**src/rtl/portchg_pkg.sv**
```systemverilog
// Shared constants for the port change interrupt detector.
// Assumes two ports of four pins each unless overridden at the top.
package portchg_pkg;
    parameter int PORT_W_DEF    = 4;
    parameter int NUM_PORTS_DEF = 2;
    parameter int SYNC_DEF      = 2;

    typedef enum logic {
        POL_FALL = 1'b0,
        POL_RISE = 1'b1
    } pol_e;
endpackage

```
**src/rtl/pin_sync.sv**
```systemverilog
// Multi-stage synchroniser for a vector of asynchronous pin levels.
// Assumes each bit is independent; no bus coherency is implied.
module pin_sync #(
    parameter int W      = 8,
    parameter int STAGES = 2
) (
    input  logic         clk,
    input  logic         rst_n,
    input  logic [W-1:0] d_async,
    output logic [W-1:0] q_sync
);
    logic [W-1:0] stg [STAGES];

    genvar gi;
    generate
        for (gi = 0; gi < STAGES; gi++) begin : g_stage
            if (gi == 0) begin : g_first
                // capture raw pin levels
                always_ff @(posedge clk) begin
                    if (!rst_n) stg[0] <= '0;
                    else        stg[0] <= d_async;
                end
            end else begin : g_rest
                // shift through remaining stages
                always_ff @(posedge clk) begin
                    if (!rst_n) stg[gi] <= '0;
                    else        stg[gi] <= stg[gi-1];
                end
            end
        end
    endgenerate

    assign q_sync = stg[STAGES-1];
endmodule

```
**src/rtl/edge_arm.sv**
```systemverilog
// Edge detector with lock-out: fires once on an active edge of any
// participating pin, then waits until all participating pins sit at the
// idle level before arming again. Assumes inputs are already synchronised.
module edge_arm
    import portchg_pkg::*;
#(
    parameter int W = 8
) (
    input  logic         clk,
    input  logic         rst_n,
    input  logic [W-1:0] cur,
    input  logic [W-1:0] dir_out,
    input  pol_e         pol,
    output logic         trig
);
    logic [W-1:0] prev_q;
    logic         armed_q;
    pol_e         pol_q;
    logic [W-1:0] idle_vec;
    logic [W-1:0] part;
    logic         edge_hit;
    logic         all_idle;
    logic         pol_chg;

    // classify current pin state against the selected polarity
    always_comb begin
        idle_vec = (pol == POL_RISE) ? '0 : '1;
        part     = ~dir_out;
        edge_hit = |(part & (prev_q ^ cur) & (cur ^ idle_vec));
        all_idle = ((cur ^ idle_vec) & part) == '0;
        pol_chg  = (pol != pol_q);
        trig     = armed_q && edge_hit && !pol_chg;
    end

    // history, polarity memory and arming state
    always_ff @(posedge clk) begin
        if (!rst_n) begin
            prev_q  <= '0;
            armed_q <= 1'b0;
            pol_q   <= POL_FALL;
        end else begin
            prev_q <= cur;
            pol_q  <= pol;
            if (pol_chg || trig) armed_q <= 1'b0;
            else if (all_idle)   armed_q <= 1'b1;
        end
    end

    AST_ONE_SHOT: assert property (@(posedge clk) disable iff (!rst_n)
        trig |=> !trig);
    AST_ALL_OUTPUTS_QUIET: assert property (@(posedge clk) disable iff (!rst_n)
        (&dir_out) |-> !trig);
endmodule

```
**src/rtl/irq_latch.sv**
```systemverilog
// Sticky request flag: set on trigger, cleared by strobe, set has priority.
// Assumes trig and clr are single-clock synchronous pulses or levels.
module irq_latch (
    input  logic clk,
    input  logic rst_n,
    input  logic set_i,
    input  logic clr_i,
    output logic flag_q
);
    // hold the request until software clears it
    always_ff @(posedge clk) begin
        if (!rst_n)     flag_q <= 1'b0;
        else if (set_i) flag_q <= 1'b1;
        else if (clr_i) flag_q <= 1'b0;
    end

    AST_FLAG_STICKY: assert property (@(posedge clk) disable iff (!rst_n)
        (flag_q && !clr_i) |=> flag_q);
endmodule

```
**src/rtl/portchg_irq.sv**
```systemverilog
// Port change interrupt detector top. Synchronises all port pins, detects
// the selected edge on input-configured pins with re-arm lock-out, and
// keeps a sticky request flag plus an enable-gated wake output.
// Assumes direction and polarity controls are synchronous to clk.
module portchg_irq
    import portchg_pkg::*;
#(
    parameter int PORT_W    = PORT_W_DEF,
    parameter int NUM_PORTS = NUM_PORTS_DEF,
    parameter int SYNC_N    = SYNC_DEF
) (
    input  logic                        clk,
    input  logic                        rst_n,
    input  logic [PORT_W*NUM_PORTS-1:0] pin_in,
    input  logic [PORT_W*NUM_PORTS-1:0] pin_dir,
    input  logic                        edge_rise,
    input  logic                        irq_en,
    input  logic                        flag_clr,
    output logic                        irq_flag,
    output logic                        wake
);
    localparam int PINS = PORT_W * NUM_PORTS;

    logic [PINS-1:0] pin_s;
    logic            trig;
    pol_e            pol;

    assign pol = pol_e'(edge_rise);

    pin_sync #(.W(PINS), .STAGES(SYNC_N)) u_sync (
        .clk     (clk),
        .rst_n   (rst_n),
        .d_async (pin_in),
        .q_sync  (pin_s)
    );

    edge_arm #(.W(PINS)) u_edge (
        .clk     (clk),
        .rst_n   (rst_n),
        .cur     (pin_s),
        .dir_out (pin_dir),
        .pol     (pol),
        .trig    (trig)
    );

    irq_latch u_flag (
        .clk    (clk),
        .rst_n  (rst_n),
        .set_i  (trig),
        .clr_i  (flag_clr),
        .flag_q (irq_flag)
    );

    assign wake = irq_flag & irq_en;

    AST_SET_ON_TRIG: assert property (@(posedge clk) disable iff (!rst_n)
        trig |=> irq_flag);
    AST_CLEAR_WORKS: assert property (@(posedge clk) disable iff (!rst_n)
        (flag_clr && !trig) |=> !irq_flag);
endmodule

```
**config.mk**
```make
export PLATFORM = sky130hd
export DESIGN_NAME = portchg_irq
export DESIGN_NICKNAME = d
export VERILOG_FILES = /design/src/rtl/portchg_pkg.sv /design/src/rtl/pin_sync.sv /design/src/rtl/edge_arm.sv /design/src/rtl/irq_latch.sv /design/src/rtl/portchg_irq.sv
export SDC_FILE = /design/constraint.sdc
export NUM_CORES = 1
export LEC_CHECK = 0
export BUFFER_PORTS_ARGS = -buffer_cell sky130_fd_sc_hd__buf_4
export CAP_MARGIN = 20
export CORE_AREA = 3 3 56 58
export DETAILED_ROUTE_END_ITERATION = 12
export DIE_AREA = 0 0 59 61
export SLEW_MARGIN = 20
export SYNTH_ARGS = -nofsm -noshare
export SYNTH_HDL_FRONTEND = slang
export SYNTH_SLANG_ARGS = --single-unit
```
**constraint.sdc**
```tcl
create_clock -name clk -period 1.37 [get_ports clk]
set_input_delay 0.2055 -clock clk [delete_from_list [all_inputs] [get_ports clk]]
set_output_delay 0.2055 -clock clk [all_outputs]
set_load 0.01 [all_outputs]
```
==> results of run 1 <==
[synthesized netlist by cell type (all sizes together)]
cell | number | area share
dfxtp | 27 | 0.51
and2 | 26 | 0.15
a21oi | 7 | 0.043
nand3b | 7 | 0.049
nand2b | 6 | 0.035
or3b | 6 | 0.049
inv | 3 | 0.011
nor2 | 3 | 0.011
clkbuf | 2 | 0.0071
nand2 | 2 | 0.0071
o221ai | 2 | 0.016
a2111oi | 1 | 0.0082
a211oi | 1 | 0.0071
a221o | 1 | 0.0094
a311o | 1 | 0.0094
buf | 1 | 0.0047
nand4 | 1 | 0.0059
nor2b | 1 | 0.0059
nor3 | 1 | 0.0047
nor4 | 1 | 0.0059
o2111ai | 1 | 0.0082
o211ai | 1 | 0.0071
o21ai | 1 | 0.0047
o22a | 1 | 0.0082
o41ai | 1 | 0.0082
or2 | 1 | 0.0059
or4 | 1 | 0.0071
[power by group through the flow]
stage          clock, mW  sequential, mW  combinational (mW)
3_5_place_dp           0           0.846               0.162
5_1_grt            0.386           0.834               0.193
2_1_floorplan          0           0.845              0.0671
3_3_place_gp           0           0.845               0.159
4_1_cts            0.355           0.829               0.168
6_report           0.338           0.830               0.176
[cell families after synthesis]
group	synth area share
buf+inv	0.0223
compound gates	0.130
flops	0.508
simple gates	0.340
[final cells by class]
cell class / count / area, sq um
Inverter: 3 / 11.3
Tap cell: 31 / 38.8
Sequential cell: 27 / 548
Multi-Input combinational cell: 74 / 563
Fill cell: 263 / 1270
Timing Repair Buffer: 34 / 255
Clock buffer: 3 / 22.5
Clock inverter: 1 / 5.00
[per-stage QoR]
step,util,setup slack (ns)
CTS,0.520,0.00190
global route,0.533,-0.107
floorplan,-,0.00594
detailed placement,0.499,-0.131
global placement,0.499,-0.102
finish,0.533,-0.0432
[layer usage]
layer | share of wire | up-vias
li1 | - | 443
met1 | 0.44 | 409
met2 | 0.46 | 36
met3 | 0.062 | 8
met4 | 0.038 | 0
met5 | 0 | -
[state kept, by name, summed over array words and instances, names as in the netlist]
name and cells:
u_edge.armed_q 1, u_edge.pol_q 1, u_edge.prev_q 8, u_flag.flag_q 1
u_sync.stg 16
[worst paths after layout]
| kind | startpoint | to | slack [ns] | cells after the start |
|---|---|---|---|---|
| worst max register to register | u_sync.stg[1][4] | u_edge.armed_q | -0.04 | 5 |
| worst min-delay path | pin_in[7] | u_sync.stg[0][7] | 0.08 | 2 |
| worst min register to register | u_sync.stg[0][3] | u_sync.stg[1][3] | 0.45 | 1 |
| worst max-delay path | u_sync.stg[1][4] | u_edge.armed_q | -0.04 | 5 |
[critical path: stages (launching register included)]
cell and delay (ns):
sky130_fd_sc_hd__dfxtp_2 0.37, sky130_fd_sc_hd__nor2_2 0.05, sky130_fd_sc_hd__buf_4 0.13, sky130_fd_sc_hd__or4_1 0.56
sky130_fd_sc_hd__nor3_2 0.14, sky130_fd_sc_hd__a311o_1 0.12
[timing repair]
item                                    in CTS  in global routing
endpoints found under the setup margin       2                  2
setup buffers                                0                  1
pin swaps                                    5                  3
gates resized for setup                     10                  7
cloned                                       0                  0
==> PnR_summary.wiki, run 1 <==
{| class="wikitable"
! Metric !! Value
|-
| Sw Pwr || between 0.3 and 0.4 mW
|-
| Antenna violation net count after detailed routing || 0
|-
| Number of vias in the routed layout || 896
|-
| Final std cells w/o fill || 173
|-
| Worst-case hold slack || between 0.07 and 0.08 ns
|-
| Most common cell after layout, fill and taps aside || sky130_fd_sc_hd__buf_4
|-
| Clock root buffer master || sky130_fd_sc_hd__clkbuf_4
|-
| Synthesized area divided by synthesized cell count || approximately 10 sq um
|-
| Final setup violation count || 1
|-
| Transition at the pin with the smallest max-transition slack || approximately 0.34 ns
|-
| Rel. slew slack || 0.772
|-
| RSZ-0062 raised after global routing || yes
|-
| Count of input and output buffers || 22
|-
| Layout Skew || roughly 0.0032 ns
|-
| Number of instances in the synthesized netlist || between 100 and 150
|-
| Kind of launch point of the worst setup path || register
|-
| Initial antenna violation count || 0
|-
| Placed standard-cell area || between 1000 and 1500 sq um
|-
| Portion of total power attributed to the clock network || 0.252
|-
| Total track usage || 0.135
|-
| Failing checks || negative setup slack
|-
| Met3 usage in global routing || 0.0298
|-
| Number of buffers created by CTS || 3
|-
| Cts-stage hold buffer count || 0
|-
| Worst setup path category || reg2reg
|-
| Seq/Total Area, Yosys || 0.508
|-
| Worst-Skew Late Latency || 0.32 ns
|-
| Wire length per cell after detailed routing || around 13 um
|-
| Number of global-route vias before repair || just under 900
|-
| Largest fanout on the critical path || 3
|-
| Post-synthesis cell type count || 28
|-
| Peak clock frequency supported by timing || around 710 MHz
|-
| Total power of the final layout || about 1.3 mW
|-
| Maximum number of pins on one net before global-route repair || 28
|-
| Minimum clock period || roughly 1.4 ns
|-
| Detailed Route WL || 2300 um
|-
| Count of TritonRoute iterations in the first routing pass || 4
|-
| Area of the core || 2710 sq um
|-
| Global route overflow || 0
|-
| Total leakage power || slightly below 0.6 nW
|-
| Number of register bits inferred by synthesis || 27
|-
| Comb power frac || 0.131
|-
| Setup tns final || -0.0432 ns
|-
| GR Layer Usage met2 || 0.224
|-
| Number of H-tree levels || 1
|-
| Die W || roughly 59 um
|-
| Estimated wirelength of the detail-placed design || about 1600 um
|-
| Count of yosys warnings during synthesis || 0
|-
| Total count of hold-check failures in the final report || 0
|-
| Height of the die || around 61 um
|-
| Placement row count || 19
|-
| Result of the run || finished with violations
|-
| Layout cells sized above 1 || 0.423
|-
| Number of I/O pins || 23
|-
| Max-cap violation count || 0
|-
| Pwr per Cell Area || slightly above 900 nW/um^2
|-
| Net total in the final layout || 164
|-
| Final Max Slew Viols || 0
|-
| Sequential Power Share || 0.618
|-
| Final antenna diode count || 0
|-
| Arrival time at the worst endpoint || 1.69 ns
|-
| Area of all placed cells without fillers || approximately 1400 sq um
|-
| Avg Vias per Cell || about 5.2
|-
| Number of cells in the design after placement || 168
|-
| Area growth from synthesis to layout || 35.6%
|-
| Element type at the critical path end || register
|-
| GR Util met1 || 0.169
|-
| CTS Buffer Depth || 2
|-
| Starting density of the core || 0.393
|-
| Remaining routing DRC violations || 0
|-
| Kind of path behind the tightest hold check || in2reg
|-
| Switching share of total power || 0.234
|-
| Count of routing violations after the opening detailed-route iteration || 37
|-
| Period utilisation layout || 1.03
|-
| Setup slack of the critical path after layout || -0.0432 ns
|-
| Data required time at the worst endpoint || between 1.5 and 2 ns
|-
| Global-route wire length before repair || 3690 um
|-
| Synthesized netlist net count || between 100 and 150
|-
| Sink Count || 27
|-
| Area enclosed by the die boundary || 3600 sq um
|-
| Most utilized layer in the global route result || met2
|-
| Post-Syn Area || approximately 1100 sq um
|-
| Routability Congestion || 0.831
|-
| Peak supply drop || ~0.0009 V
|-
| Internal cell power || slightly above 1 mW
|-
| Most used cells in the layout excluding fill and tap cells || 34 x sky130_fd_sc_hd__buf_4, 26 x sky130_fd_sc_hd__and2_1, 21 x sky130_fd_sc_hd__dfxtp_1
|-
| Clock-pin slew on the worst setup and hold paths || between 0.1 and 0.15 ns
|-
| TritonCTS clock tree || yes
|}
Note: power is estimated with default switching activity, not from simulation.
==> run 2: changes to the inputs <==
Settings changed: SKIP_CTS_REPAIR_TIMING set to 1.
==> run 2 against run 1 <==
Net effect: power grew 0.42%; utilization grew 1.2 points; clock-buffer cell count is the same; the run still ends with negative setup slack left; global-route usage shrank 0.27 points.
==> PnR_summary.wiki, run 2 (synthesis results as in run 1) <==
{| class="wikitable"
! Metric !! Value
|-
| Total count of hold-check failures in the final report || 0 (unchanged)
|-
| Remaining routing DRC violations || 0 (unchanged)
|-
| Net total in the final layout || 165 (+0.61%)
|-
| Most common cell after layout, fill and taps aside || sky130_fd_sc_hd__buf_4
|-
| Initial antenna violation count || 0 (unchanged)
|-
| Count of input and output buffers || 22 (unchanged)
|-
| Count of TritonRoute iterations in the first routing pass || 4 (unchanged)
|-
| Die W || 59 um (unchanged)
|-
| Most used cells in the layout excluding fill and tap cells || 35 x sky130_fd_sc_hd__buf_4, 26 x sky130_fd_sc_hd__and2_1, 16 x sky130_fd_sc_hd__dfxtp_1
|-
| Height of the die || 61 um (unchanged)
|-
| Minimum clock period || 1.41 ns (-0.00147 ns)
|-
| Peak supply drop || 0.000869 V (-0.59%)
|-
| Clock root buffer master || sky130_fd_sc_hd__clkbuf_4
|-
| Layout cells sized above 1 || 0.469 (+0.0460)
|-
| Area of the core || 2710 sq um (unchanged)
|-
| Family with the most delay on the worst path || compound AO/OA/AOI/OAI gates
|-
| Count of routing violations after the opening detailed-route iteration || 40 (+8.1%)
|-
| Final Max Slew Viols || 0 (unchanged)
|-
| Area growth from synthesis to layout || 38.5%
|-
| Number of global-route vias before repair || 879 (+1.4%)
|-
| Crit path buffers/inverters || 0 (-1)
|-
| Data required time at the worst endpoint || 1.60 ns (-0.04 ns)
|-
| Cell count of the worst hold path || 2 (unchanged)
|-
| Number of H-tree levels || 1 (unchanged)
|-
| Total power of the final layout || 1.35 mW (+0.42%)
|-
| Area enclosed by the die boundary || 3600 sq um (unchanged)
|-
| Peak clock frequency supported by timing || 708 MHz (+0.10%)
|-
| Global-route wire length before repair || 3660 um (-0.76%)
|-
| Number of I/O pins || 23 (unchanged)
|-
| Number of cells in the design after placement || 168 (unchanged)
|-
| Registers with the most flip-flops || u_sync.stg: 16 flops, u_edge.prev_q: 8 flops
|-
| Kind of launch point of the worst setup path || register
|-
| Number of buffers created by CTS || 3 (unchanged)
|-
| Register bank with the most flops || u_sync.stg
|-
| Element type at the critical path end || register
|-
| Global route overflow || 0 (unchanged)
|-
| TritonCTS clock tree || yes
|-
| Rel. slew slack || 0.766 (-0.00694)
|-
| Setup tns final || -0.0419 ns (+0.00126 ns)
|-
| Number of vias in the routed layout || 896 (unchanged)
|-
| Routability Congestion || 0.831 (unchanged)
|-
| RSZ-0062 raised after global routing || yes
|-
| Arrival time at the worst endpoint || 1.64 ns (-0.05 ns)
|-
| Failing checks || negative setup slack
|-
| Max reg flops || 16 (unchanged)
|-
| Antenna violation net count after detailed routing || 0 (unchanged)
|-
| Final setup violation count || 2 (+1)
|-
| CTS Buffer Depth || 2 (unchanged)
|-
| Flop2flop setup slack || -0.04 ns (about the same)
|-
| Total track usage || 0.132 (-0.00266)
|-
| Biggest cell delay along the critical path || 0.40 ns (-0.16 ns)
|-
| Worst setup path category || reg2reg
|-
| Clock-pin slew on the worst setup and hold paths || 0.14 ns (about the same)
|-
| Wire length per cell after detailed routing || 13.9 um (+4.2%)
|-
| Detailed Route WL || 2410 um (+4.8%)
|-
| Worst slack at placement || -0.131 ns (unchanged)
|-
| Final std cells w/o fill || 174 (+0.58%)
|-
| Max-cap violation count || 0 (unchanged)
|-
| Startpoint of the tightest hold check path || pin_in[6]
|-
| Placement row count || 19 (unchanged)
|-
| Total leakage power || 0.594 nW (+1.5%)
|-
| Sink Count || 27 (unchanged)
|-
| Result of the run || finished with violations
|-
| Crit path max-delay cell type || sky130_fd_sc_hd__or3b_4
|-
| Layout Skew || 0.00192 ns (-0.00129 ns)
|-
| Series of cell instances along the critical path || or3b_4 > a21oi_4 > nor4_1 > a311o_1
|-
| Largest fanout on the critical path || 2 (-1)
|-
| Period utilisation layout || 1.03 (-0.00107)
|-
| Worst hold path endpoint || u_sync.stg[0][6]
|-
| Placed standard-cell area || 1350 sq um (unchanged)
|-
| Maximum number of pins on one net before global-route repair || 28 (unchanged)
|-
| Avg Vias per Cell || 5.15 (-0.57%)
|-
| Worst-Skew Late Latency || 0.32 ns (about the same)
|-
| Setup slack of the critical path after layout || -0.0417 ns (+0.00147 ns)
|-
| Area of all placed cells without fillers || 1480 sq um (+2.2%)
|-
| Transition at the pin with the smallest max-transition slack || 0.348 ns (+0.00747 ns)
|-
| Estimated wirelength of the detail-placed design || 1620 um (unchanged)
|-
| Kind of path behind the tightest hold check || in2reg
|-
| Cells on worst reg2reg path || 4 (-1)
|-
| Final antenna diode count || 0 (unchanged)
|-
| Crit Reg-Reg Endpoint || u_edge.armed_q
|-
| Pwr per Cell Area || 914 nW/um^2 (-1.7%)
|-
| Starting density of the core || 0.393 (unchanged)
|-
| Worst reg2reg path startpoint || u_edge.prev_q[1]
|}
## run 2: worst max path at each step
| stage | start | to | slack [ns] | cells past startpoint |
|---|---|---|---|---|
| CTS | u_sync.stg[1][4] | u_flag.flag_q | -0.09 | 5 |
| global route | u_edge.pol_q | u_edge.armed_q | -0.11 | 4 |
| global placement | edge_rise | u_edge.armed_q | -0.10 | 5 |
| finish | u_edge.prev_q[1] | u_edge.armed_q | -0.04 | 4 |
| floorplan | u_sync.stg[1][2] | u_edge.armed_q | 0.006 | 4 |
| detailed placement | edge_rise | u_edge.armed_q | -0.13 | 5 |
## run 2: stage by stage
step	utilization	hold WS, ns
after floorplan	-	0.333
after global placement	0.499	0.413
after detailed placement	0.499	0.416
after CTS	0.509	0.0666
after global routing	0.544	0.0594
final	0.544	0.0799
## run 2: final cells by class
cell class,instances,area [sq um]
flip-flops and latches,27,554
inverters,3,11.3
well taps,31,38.8
clock buffers,3,22.5
clock inverters,1,5.00
fillers,263,1230
multi-input cells,74,581
repair buffers,35,263
## run 2: power breakdown
group	total, mW	switching (mW)	leakage, nW	internal, mW
Sequential	0.830	0.0120	0.227	0.818
Combinational	0.182	0.0770	0.350	0.105
Clock	0.337	0.227	0.0177	0.109
Total	1.35	0.316	0.594	1.03
## run 2: routing by layer
layer,share of wire,vias up,wire length [um],GRT usage
met4,0.036,0,86,0.0615
met5,0,-,0,0
li1,-,444,-,-
met2,0.49,33,1180,0.216
met1,0.42,411,1000,0.165
met3,0.057,8,138,0.0319
## run 2: worst reg2reg max path: cells and delay by family (launching register included)
kind               cells  cell delay (ns)
and+or+nand+nor        2             0.47
DFF                    1             0.35
AOI/OAI and AO/OA      2             0.51
